==> src/rtl/lfsr4_pkg.sv <==
package lfsr4_pkg;
    localparam int LFSR_LEN = 4;
    localparam int SEG_W    = 7;

    typedef enum logic [0:0] {
        ST_IDLE = 1'b0,
        ST_RUN  = 1'b1
    } run_state_t;
endpackage

==> src/rtl/lfsr4_strobe_div.sv <==
module lfsr4_strobe_div #(
    parameter int DIV_COUNT = 50_000_000
) (
    input  logic clk,
    input  logic rst_n,
    input  logic restart,
    output logic strobe
);
    generate
        if (DIV_COUNT <= 1) begin : g_passthru
            assign strobe = 1'b1;
        end else begin : g_count
            localparam int CNT_W = $clog2(DIV_COUNT);
            localparam logic [CNT_W-1:0] LAST = CNT_W'(DIV_COUNT - 1);
            logic [CNT_W-1:0] cnt_q;

            always_ff @(posedge clk or negedge rst_n) begin
                if (!rst_n) begin
                    cnt_q <= '0;
                end else if (restart || cnt_q == LAST) begin
                    cnt_q <= '0;
                end else begin
                    cnt_q <= cnt_q + 1'b1;
                end
            end

            assign strobe = (cnt_q == LAST);
        end
    endgenerate
endmodule

==> src/rtl/lfsr4_core.sv <==
module lfsr4_core
    import lfsr4_pkg::*;
(
    input  logic                clk,
    input  logic                rst_n,
    input  logic [LFSR_LEN-1:0] seed,
    input  logic [LFSR_LEN-1:0] coeff,
    input  logic                load_coeff,
    input  logic                init_run,
    input  logic                strobe,
    output logic [LFSR_LEN-1:0] state,
    output logic                running
);
    run_state_t             fsm_q, fsm_d;
    logic [LFSR_LEN-1:0]    taps_q;
    logic [LFSR_LEN-1:0]    lfsr_q;
    logic [LFSR_LEN-1:0]    terms;
    logic                   fb;
    logic                   do_step;

    // tap k (c_{k+1}) multiplies the bit k+1 steps back: s3 for c1 ... s0 for c4
    genvar k;
    generate
        for (k = 0; k < LFSR_LEN; k++) begin : g_tap
            assign terms[k] = taps_q[k] & lfsr_q[LFSR_LEN-1-k];
        end
    endgenerate
    assign fb = ^terms;

    // next-state logic of the run controller
    always_comb begin
        fsm_d = fsm_q;
        unique case (fsm_q)
            ST_IDLE: if (init_run) fsm_d = ST_RUN;   // start
            ST_RUN:  fsm_d = ST_RUN;                 // reseed or keep running
            default: fsm_d = ST_IDLE;
        endcase
    end

    always_ff @(posedge clk or negedge rst_n) begin
        if (!rst_n) fsm_q <= ST_IDLE;
        else        fsm_q <= fsm_d;
    end

    assign do_step = (fsm_q == ST_RUN) && strobe && !load_coeff && !init_run;

    // datapath registers driven by the controller
    always_ff @(posedge clk or negedge rst_n) begin
        if (!rst_n) begin
            taps_q <= '0;
            lfsr_q <= '0;
        end else begin
            if (load_coeff) taps_q <= coeff;
            if (init_run) begin
                lfsr_q <= seed;
            end else if (do_step) begin
                lfsr_q <= {fb, lfsr_q[LFSR_LEN-1:1]};
            end
        end
    end

    assign state   = lfsr_q;
    assign running = (fsm_q == ST_RUN);
endmodule

==> src/rtl/lfsr4_seg_decode.sv <==
module lfsr4_seg_decode
    import lfsr4_pkg::*;
(
    input  logic [LFSR_LEN-1:0] value,
    output logic [SEG_W-1:0]    seg
);
    // bit 6 = g ... bit 0 = a, active high
    always_comb begin
        unique case (value)
            4'h0: seg = 7'h3F;
            4'h1: seg = 7'h06;
            4'h2: seg = 7'h5B;
            4'h3: seg = 7'h4F;
            4'h4: seg = 7'h66;
            4'h5: seg = 7'h6D;
            4'h6: seg = 7'h7D;
            4'h7: seg = 7'h07;
            4'h8: seg = 7'h7F;
            4'h9: seg = 7'h6F;
            4'hA: seg = 7'h77;
            4'hB: seg = 7'h7C;
            4'hC: seg = 7'h39;
            4'hD: seg = 7'h5E;
            4'hE: seg = 7'h79;
            4'hF: seg = 7'h71;
            default: seg = 7'h00;
        endcase
    end
endmodule

==> src/rtl/lfsr4_prng.sv <==
module lfsr4_prng
    import lfsr4_pkg::*;
#(
    parameter int DIV_COUNT = 50_000_000
) (
    input  logic                clk,
    input  logic                rst_n,
    input  logic [LFSR_LEN-1:0] seed,
    input  logic [LFSR_LEN-1:0] coeff,
    input  logic                load_coeff,
    input  logic                init_run,
    output logic                strobe_out,
    output logic [SEG_W-1:0]    seg_out
);
    logic                strobe;
    logic                running;
    logic [LFSR_LEN-1:0] lfsr_state;

    lfsr4_strobe_div #(.DIV_COUNT(DIV_COUNT)) u_div (
        .clk     (clk),
        .rst_n   (rst_n),
        .restart (init_run),
        .strobe  (strobe)
    );

    lfsr4_core u_core (
        .clk        (clk),
        .rst_n      (rst_n),
        .seed       (seed),
        .coeff      (coeff),
        .load_coeff (load_coeff),
        .init_run   (init_run),
        .strobe     (strobe),
        .state      (lfsr_state),
        .running    (running)
    );

    lfsr4_seg_decode u_seg (
        .value (lfsr_state),
        .seg   (seg_out)
    );

    assign strobe_out = strobe;
endmodule

==> config.mk <==
export PLATFORM = sky130hd
export DESIGN_NAME = lfsr4_prng
export DESIGN_NICKNAME = d
export VERILOG_FILES = /design/src/rtl/lfsr4_pkg.sv /design/src/rtl/lfsr4_strobe_div.sv /design/src/rtl/lfsr4_core.sv /design/src/rtl/lfsr4_seg_decode.sv /design/src/rtl/lfsr4_prng.sv
export SDC_FILE = /design/constraint.sdc
export NUM_CORES = 1
export LEC_CHECK = 0
export CORE_MARGIN = 2
export CORE_UTILIZATION = 45
export DETAILED_ROUTE_END_ITERATION = 12
export DONT_BUFFER_PORTS = 1
export GPL_TIMING_DRIVEN = 0
export HOLD_SLACK_MARGIN = 0.15
export PLACE_DENSITY = 0.72
export SYNTH_ARGS = -nofsm -noshare
export SYNTH_HDL_FRONTEND = slang
export SYNTH_HIERARCHICAL = 1
export SYNTH_SLANG_ARGS = --single-unit
==> constraint.sdc <==
create_clock -name clk -period 2.1 [get_ports clk]
set_clock_uncertainty 0.05 [all_clocks]
set_input_delay 0.42 -clock clk [delete_from_list [all_inputs] [get_ports clk]]
set_output_delay 0.42 -clock clk [all_outputs]
set_load 0.02 [all_outputs]
==> flow_summary.json, run 1 <==
{
  "finish.instance_area_um2": 2540,
  "first_pass_iters": 4,
  "grt_max_degree": 36,
  "postSynthAreaPerCell_um2": 9.99,
  "drive_gt1_share_pct": 29.2,
  "drt_iter0_drc": 65,
  "synth-seq-area-share_pct": 41.3,
  "worstMarginPinSlew_ps": 437,
  "max_clock_freq_ghz": 0.473,
  "numCtsBuffers": 5,
  "gr-usage-all-layers_pct": 18.8,
  "maxSlewViolCount": 0,
  "ys_top_cells_by_area": "dfrtp_1 41%, ha_1 5.3%, xor2_1 3.7%",
  "antenna_left": 0,
  "p_leak_nw": 1.06,
  "peakVddDrop_v": 0.000436,
  "critPathArrivalTime_ps": 1640,
  "grt_pass1_wl_um": 7660,
  "yosysUniqueCellTypes": 46,
  "violations": "setup timing",
  "yosys_warnings": 6,
  "period_share_pct": 101,
  "wirelength_um": 4570,
  "synth.net_count": 233,
  "clk_pin_slew_ps": 70,
  "die-area_um2": 5270,
  "fin_ws_ps": -12.0,
  "synth_top_area_share_pct": 41.3,
  "vias": 1694,
  "cts_root_buf": "clkbuf_8",
  "cp-start-kind": "flop",
  "nets": 261,
  "drv_cap": 0,
  "start_util_pct": 47.7,
  "grt-ovfl-total": 0,
  "syn_to_final_growth_pct": 19.8,
  "dp_hpwl_um": 2960,
  "power_w": 0.00146,
  "cts_sinks": 35,
  "pre_cts_slack_ps": -300,
  "dp.cells": 264,
  "finalCriticalPeriod_ps": 2110,
  "placed_cell_area_um2": 2190,
  "gp_congestion": 0.842,
  "finalHoldViolCount": 0,
  "ys_top_cells_by_count": "35 x dfrtp_1, 18 x nor2_1, 17 x nand2_1",
  "rsz0062_at_grt": "yes",
  "setup.worst_path.end_class": "output port",
  "whs_ps": 205,
  "postSynthCellCount": 212,
  "io_pins": 20,
  "yosysTopAreaCell": "dfrtp_1",
  "worstSkewPairLatency_ps": 290,
  "n_antenna_cell": 0,
  "instances_no_fill": 292,
  "hold_class": "primary input to flop",
  "worst-setup-path-type": "flop to output port",
  "synth_edf_count": 0,
  "fillers": 371,
  "viasPerCell": 5.80,
  "syn_area_um2": 2120,
  "required_ps": 1630,
  "antenna_found_initial": 0,
  "synthArstFlopShare_pct": 100,
  "coreArea_um2": 4440,
  "hp-start": "seed[3]",
  "cts_buffer_depth": 2,
  "worstPathMaxFanout": 6,
  "p_per_area_nw_per_um2": 575,
  "die_y_um": 72.6,
  "ys_dominant_reg_cell": "dfrtp_1",
  "rows": 24,
  "routedWlPerCell_um": 15.6,
  "fp.dieW_um": 72.6,
  "cts_tree": "done",
  "drc": 0,
  "h-tree-depth": 2,
  "startpoint": "u_div/g_count.cnt_q[18]",
  "io_buffers": 0,
  "synth.ff_latch_count": 35,
  "setup_viol": 1,
  "reg2reg_from": "u_div/g_count.cnt_q[18]",
  "synth.most_common_cell": "dfrtp_1",
  "status": "finished with violations",
  "first_global_vias": 1597,
  "max_slew_margin_pct": 70.9
}
[path summary, 6_finish.rpt]
kind | to | slack (ps) | cells after the start
max in group asynchronous | u_div/g_count.cnt_q[16] | 1290 | 2
setup reg to reg | u_core/state[3] | 40 | 7
hold reg to reg | u_core/taps_q[2] | 470 | 1
setup / recovery | strobe_out | -10 | 3
hold / removal | u_core/state[3] | 200 | 2
min in group asynchronous | u_core/state[2] | 520 | 2
[cell usage in the layout, fill, tap and decap left out, types with 5 or more instances in the layout]
cell type,count
o21ai_0,5
a21oi_1,11
o31ai_1,5
mux2i_1,5
nand2_1,17
clkbuf_8,6
xor2_1,9
ha_1,6
nand4_1,7
or4_1,5
buf_4,18
dfrtp_1,29
dfrtp_2,6
inv_1,6
or3_1,6
nor2_1,18
mux2_2,6
xnor2_1,6
nand3_1,10
[cells by family after synthesis]
family                   synth area share (%)
multiplexers                             7.50
AND/OR/NAND/NOR                          25.2
adder cells (fa/ha/maj)                  5.32
XOR/XNOR                                 7.74
AO/OA/AOI/OAI                            9.86
flip-flops                               41.3
buffers and inverters                    3.07
[metal layers]
| metal | vias up | wire length, µm | part of all wire, % | track usage [%] |
|---|---|---|---|---|
| met5 | - | 0 | 0 | 0 |
| met4 | 0 | 116 | 2.5 | 9.67 |
| met3 | 9 | 177 | 3.9 | 5.25 |
| met2 | 31 | 2210 | 48 | 27.8 |
| met1 | 831 | 2070 | 45 | 25.2 |
| li1 | 823 | - | - | - |
[stage by stage]
step           setup TNS [ps]  util [%]
2_1_floorplan               0         -
3_5_place_dp             -664      49.2
3_3_place_gp             -531      49.2
6_report                -12.0      57.1
4_1_cts                 -62.4      54.4
5_1_grt                  -136      57.1
[flip-flops by register name, summed over array words and instances (netlist names)]
register             cells
u_core/taps_q            4
u_core/running           1
u_core/state             4
u_div/g_count.cnt_q     26
[worst max-delay path, cell delays in order, from the launching register on]
cell and delay [ps]:
dfrtp_2 450, nor4b_4 290, nand3b_1 180, nor3_4 430
[cell type report]
cell class	count	area, µm²	area share, %
Multi-Input combinational cell	163	1250	49.3
Sequential cell	35	883	34.8
Timing Repair Buffer	21	176	6.95
Clock buffer	6	82.6	3.25
Tap cell	52	65.1	2.56
Buffer	6	40.0	1.58
Inverter	8	35.0	1.38
Clock inverter	1	5.00	0.197
[what timing repair did]
item | CTS | global route
pin swaps | 5 | 5
gates cloned | 0 | 0
endpoints found under the hold margin | 35 | 0
endpoints found under the setup margin | 10 | 24
buffers inserted | 12 | 7
gates resized for setup | 11 | 15
hold buffers | 2 | 0
[power breakdown]
group	total (W)	switching (W)	internal, W	leakage, nW
sequential	0.000718	0.0000233	0.000694	0.457
clock	0.000495	0.000238	0.000257	0.0470
combinational	0.000247	0.000133	0.000114	0.561
No activity file was read; power rests on OpenSTA's default activity.
==> run 2, diff against run 1 <==
- SYNTH_HIERARCHICAL: 1 -> default
- clock period: 2.1 -> 1.95 ns (I/O delays scaled with it)
==> run 2 against run 1 <==
Worst hold slack got worse by 45 ps. The run still ends with setup timing left. Wire length fell by 15%. Largest cell class unchanged. Utilization is 0.28 points lower. Non-clock buffer count decreased by 6. Global-route usage decreased by 1.7 points. Via count decreased by 15%. Cell area fell by 3.8%. Flip-flop and latch count unchanged.
==> flow_summary.json, run 2 <==
{
  "largest_reg_flops": 26,
  "cts_sinks": 35,
  "worstMarginPinSlew_ps": 402,
  "fin_ws_ps": -175,
  "instances_no_fill": 274,
  "wirelength_um": 3890,
  "finalHoldViolCount": 0,
  "die-area_um2": 4950,
  "hold_class": "primary input to flop",
  "syn_area_um2": 1980,
  "critPathArrivalTime_ps": 1690,
  "max_slew_margin_pct": 73.0,
  "use_met1_pct": 22.4,
  "dp.cells": 253,
  "synth.ff_latch_count": 35,
  "status": "finished with violations",
  "max_clock_freq_ghz": 0.470,
  "required_ps": 1510,
  "rows": 24,
  "gr-usage-all-layers_pct": 17.1,
  "synth_top_area_share_pct": 44.2,
  "gp_congestion": 0.832,
  "vias": 1442,
  "worst-setup-path-type": "flop to output port",
  "yosys_warnings": 0,
  "synth.net_count": 221,
  "synthArstFlopShare_pct": 100,
  "final_cell_mix": "31 x dfrtp_1, 29 x nor2_1, 18 x xor2_1",
  "top_usage_layer": "met2",
  "fp.dieW_um": 70.4,
  "setup_viol": 4,
  "whs_ps": 160,
  "die_y_um": 70.4,
  "numCtsBuffers": 5,
  "antenna_found_initial": 0,
  "n_antenna_cell": 0,
  "period_share_pct": 109,
  "maxSlewViolCount": 0,
  "first_global_vias": 1419,
  "yosysUniqueCellTypes": 38,
  "yosysTopAreaCell": "dfrtp_1",
  "p_per_area_nw_per_um2": 647,
  "h-tree-depth": 2,
  "io_buffers": 0,
  "coreArea_um2": 4290,
  "worstPathMaxFanout": 4,
  "cts_root_buf": "clkbuf_8",
  "io_pins": 20,
  "ys_top_cells_by_count": "35 x dfrtp_1, 29 x nor2_1, 18 x xor2_1",
  "finalCriticalPeriod_ps": 2130,
  "grt_pass1_wl_um": 6670,
  "drv_cap": 0,
  "synth-seq-area-share_pct": 44.2,
  "grt_max_degree": 36,
  "nets": 242,
  "antenna_left": 0,
  "setup.worst_path.end_class": "output port",
  "p_leak_nw": 1.04,
  "clk_pin_slew_ps": 70,
  "violations": "setup timing",
  "grtUsageMet3_pct": 4.76,
  "postSynthCellCount": 201,
  "regMostFlops": "u_div.g_count.cnt_q",
  "grt.met2_usage_pct": 26.6,
  "synth_edf_count": 0,
  "cts_buffer_depth": 2,
  "start_util_pct": 46.2,
  "grt-ovfl-total": 0,
  "syn_to_final_growth_pct": 23.0,
  "routedWlPerCell_um": 14.2,
  "worstSkewPairLatency_ps": 290,
  "ys_top_cells_by_area": "dfrtp_1 44%, xor2_1 7.9%, nor2_1 5.5%",
  "drive_gt1_share_pct": 29.7,
  "power_w": 0.00158,
  "drc": 0,
  "synth.most_common_cell": "dfrtp_1",
  "final_common_cell": "dfrtp_1",
  "drt_iter0_drc": 25,
  "postSynthAreaPerCell_um2": 9.87,
  "rsz0062_at_grt": "yes",
  "viasPerCell": 5.26,
  "cts_tree": "done",
  "peakVddDrop_v": 0.000554,
  "cp-start-kind": "flop",
  "ys_dominant_reg_cell": "dfrtp_1",
  "first_pass_iters": 4,
  "dp_hpwl_um": 2490
}
[run 2: changes by cell type in the layout (fill, tap and decap cells not counted), sizes merged, moves of 4 or more]
cell and change:
o31ai -7, nand3 +4, or3 -6, or4 -5, nor2 +11, a21oi -10, buf -5, and4 -4
xor2 +9
[run 2: routing by layer]
metal,routed length (µm),up-vias
met3,133,6
met4,65,0
met1,1730,691
met2,1960,21
li1,-,724
met5,0,-
[run 2: cell families after synthesis]
family	count (synthesis)	share of synthesized area, %
AOI/OAI and AO/OA	17	5.11
and+or+nand+nor	90	25.2
xor gates and xnor gates	26	11.5
buffers and inverters	16	3.60
DFF	35	44.2
adders and majority gates	8	5.05
muxes	9	5.43
[run 2: repair_timing]
action / CTS / global route
endpoints found under the setup margin: 36 / 33
hold buffers: 2 / 0
gates resized for setup: 26 / 16
endpoints found under the hold margin: 35 / 0
pin swaps: 6 / 8
buffers inserted: 7 / 7
[run 2: report_power, final]
part | internal [W] | switching (W)
logic | 0.000127 | 0.000151
clock network | 0.000277 | 0.000250
registers | 0.000747 | 0.0000256
[run 2: worst max-delay path: stages, from the launching register on]
cell,delay [ps]
dfrtp_1,420
inv_2,90
ha_4,270
inv_2,30
mux4_2,480
inv_4,100
[run 2: final cells by class]
class | count | area, µm²
clock inverter | 1 | 5.00
tap | 52 | 65.1
multi-input combinational | 150 | 1190
sequential | 35 | 881
clock buffer | 6 | 82.6
buffer | 5 | 41.3
inverter | 9 | 38.8
fill | 355 | 1850
timing repair buffer | 16 | 139
[run 2: path summary, 6_finish.rpt]
| path | depth (start not counted) | endpoint | start | slack [ps] |
|---|---|---|---|---|
| max reg2reg | 6 | u_core.state[0] | u_div.g_count.cnt_q[10] | 90 |
| min reg2reg | 1 | u_core.running | u_core.running | 440 |
| max in group asynchronous | 2 | u_core.state[3] | rst_n | 1150 |
| min | 1 | u_core.running | init_run | 160 |
| min in group asynchronous | 2 | u_div.g_count.cnt_q[9] | rst_n | 500 |
| max | 5 | seg_out[3] | u_core.state[0] | -180 |
[run 2: per-stage QoR]
step | utilization (%) | area, µm² | worst slack, ps | setup TNS [ps]
floorplan | - | 1980 | 36.2 | 0
global placement | 47.7 | 2050 | -211 | -4210
detailed placement | 47.7 | 2050 | -237 | -4760
CTS | 54.0 | 2320 | -145 | -329
global route | 56.8 | 2440 | -206 | -626
finish | 56.8 | 2440 | -175 | -319
==> run 3, diff against run 2 <==
- CORE_UTILIZATION: 45 -> 63
- PLACE_DENSITY: 0.72 -> 0.91
- SYNTH_HIERARCHICAL: default -> 1
==> run 3 against run 2 <==
The flow still finishes with violations (setup timing). Utilization grew 33 points. Global-route usage rose by 20 points. Highest routed layer unchanged. Critical path type unchanged. Worst hold slack better by 160 ps. Maximum frequency is 9.3% lower. Total power grew 8.5%. Combinational power increased by 44%. Clock power barely moved. Sequential share of layout area down 6.3 points. Sequential power grew 2%. Flip-flop and latch count did not move. Largest power group unchanged. Wire length is 120% higher. Critical endpoint is now strobe_out.
==> flow_summary.json, run 3 (synthesized netlist as in run 1, its figures left out) <==
{
  "critPathArrivalTime_ps": 1900,
  "dp.cells": 258,
  "antenna_found_initial": 0,
  "grt_pass1_wl_um": 9810,
  "drc": 0,
  "rsz0062_at_grt": "yes",
  "first_global_vias": 1994,
  "fp.dieW_um": 62.0,
  "finalHoldViolCount": 0,
  "largest_reg_flops": 26,
  "wirelength_um": 8400,
  "hold_class": "primary input to flop",
  "peakVddDrop_v": 0.000574,
  "p_per_area_nw_per_um2": 579,
  "instances_no_fill": 304,
  "fin_ws_ps": -393,
  "syn_to_final_growth_pct": 39.5,
  "n_antenna_cell": 0,
  "tns_ps": -9100,
  "drive_gt1_share_pct": 40.3,
  "max_slew_margin_pct": 74.0,
  "cts_sinks": 35,
  "gr-usage-all-layers_pct": 36.6,
  "drt_iter0_drc": 309,
  "antenna_left": 0,
  "grt_max_degree": 36,
  "routedWlPerCell_um": 27.6,
  "p_leak_nw": 1.16,
  "dp_hpwl_um": 3130,
  "fillers": 118,
  "worstSkewPairLatency_ps": 360,
  "period_share_pct": 120,
  "first_pass_iters": 6,
  "rows": 21,
  "drv_cap": 0,
  "coreArea_um2": 3280,
  "io_buffers": 0,
  "grt-ovfl-total": 0,
  "h-tree-depth": 2,
  "cts_buffer_depth": 2,
  "worstMarginPinSlew_ps": 388,
  "worst-setup-path-type": "flop to output port",
  "gp_congestion": 0.840,
  "io_pins": 20,
  "violations": "setup timing",
  "vias": 2269,
  "max_clock_freq_ghz": 0.427,
  "cts_tree": "done",
  "setup.worst_path.end_class": "output port",
  "status": "finished with violations",
  "setup_viol": 38,
  "required_ps": 1510,
  "numCtsBuffers": 5,
  "maxSlewViolCount": 0,
  "pre_cts_slack_ps": -283,
  "clk_pin_slew_ps": 130,
  "die-area_um2": 3840,
  "cp-start-kind": "flop",
  "final_cell_mix": "32 x dfrtp_1, 17 x nand2_1, 16 x buf_4",
  "final_common_cell": "dfrtp_1",
  "die_y_um": 62.0,
  "finalCriticalPeriod_ps": 2340,
  "whs_ps": 318,
  "worstPathMaxFanout": 2,
  "regMostFlops": "u_div/g_count.cnt_q",
  "cts_root_buf": "clkbuf_4",
  "viasPerCell": 7.46,
  "nets": 279,
  "start_util_pct": 64.5
}
==> run 3: changes by cell type in the layout (fill, tap and decap cells not counted), moves of 8 or more <==
| cell | previous run | this run |
|---|---|---|
| xor2_1 | 18 | 9 |
| dlygate4sd3_1 | 1 | 13 |
| nor2_4 | 0 | 9 |
| nor2_1 | 29 | 6 |
| buf_6 | 3 | 11 |
==> run 3: routing by layer <==
layer	track usage, %	wire length (µm)	vias to the layer above
met5	0	0	-
li1	-	-	859
met4	20.1	572	0
met1	41.6	2800	1077
met2	62.9	4000	248
met3	9.11	1030	85
==> run 3: cell type report <==
type | instances | area (µm²) | share of cell area [%]
clock inverter | 1 | 30.0 | 1.02
buffer | 6 | 61.3 | 2.07
timing repair buffer | 39 | 375 | 12.7
multi-input combinational | 163 | 1470 | 49.8
sequential | 35 | 880 | 29.8
inverter | 8 | 37.5 | 1.27
tap | 46 | 57.6 | 1.95
clock buffer | 6 | 41.3 | 1.40
==> run 3: path summary, 6_finish.rpt <==
kind | startpoint | endpoint | slack [ps] | depth (start not counted)
hold / removal | load_coeff | u_core/state[3] | 320 | 3
hold reg to reg | u_core/running | u_core/running | 560 | 1
setup / recovery | u_div/g_count.cnt_q[1] | strobe_out | -390 | 4
min in group asynchronous | rst_n | u_div/g_count.cnt_q[25] | 440 | 2
max in group asynchronous | rst_n | u_div/g_count.cnt_q[18] | 1210 | 2
setup reg to reg | u_div/g_count.cnt_q[1] | u_div/g_count.cnt_q[24] | -380 | 7
==> run 3: per-stage QoR <==
step                total power (W)  area (µm²)  util (%)
floorplan                  0.000948        2130         -
global placement           0.000970        2190      66.6
detailed placement         0.000983        2190      66.6
CTS                         0.00159        2630      80.2
global route                0.00175        2960      90.0
finish                      0.00171        2960      90.0
==> run 3: worst max-delay path, stage by stage (launching register included) <==
cell and delay (ps):
dfrtp_1 460, ha_4 190, and4_4 240, nand4_1 220, nor3_4 440
==> run 3: timing repair <==
item                                    in CTS  in global routing
pin swaps                                   11                 21
setup buffers                               13                 11
gates resized for setup                     34                 62
endpoints found under the setup margin      33                 38
hold buffers                                14                  0
hold endpoints to repair                    43                  0
cloned                                       0                  2
==> run 3: power by group <==
part           switching [W]  internal (W)
Sequential         0.0000391      0.000747
Combinational       0.000210      0.000190
Clock               0.000260      0.000264
Total               0.000509       0.00120
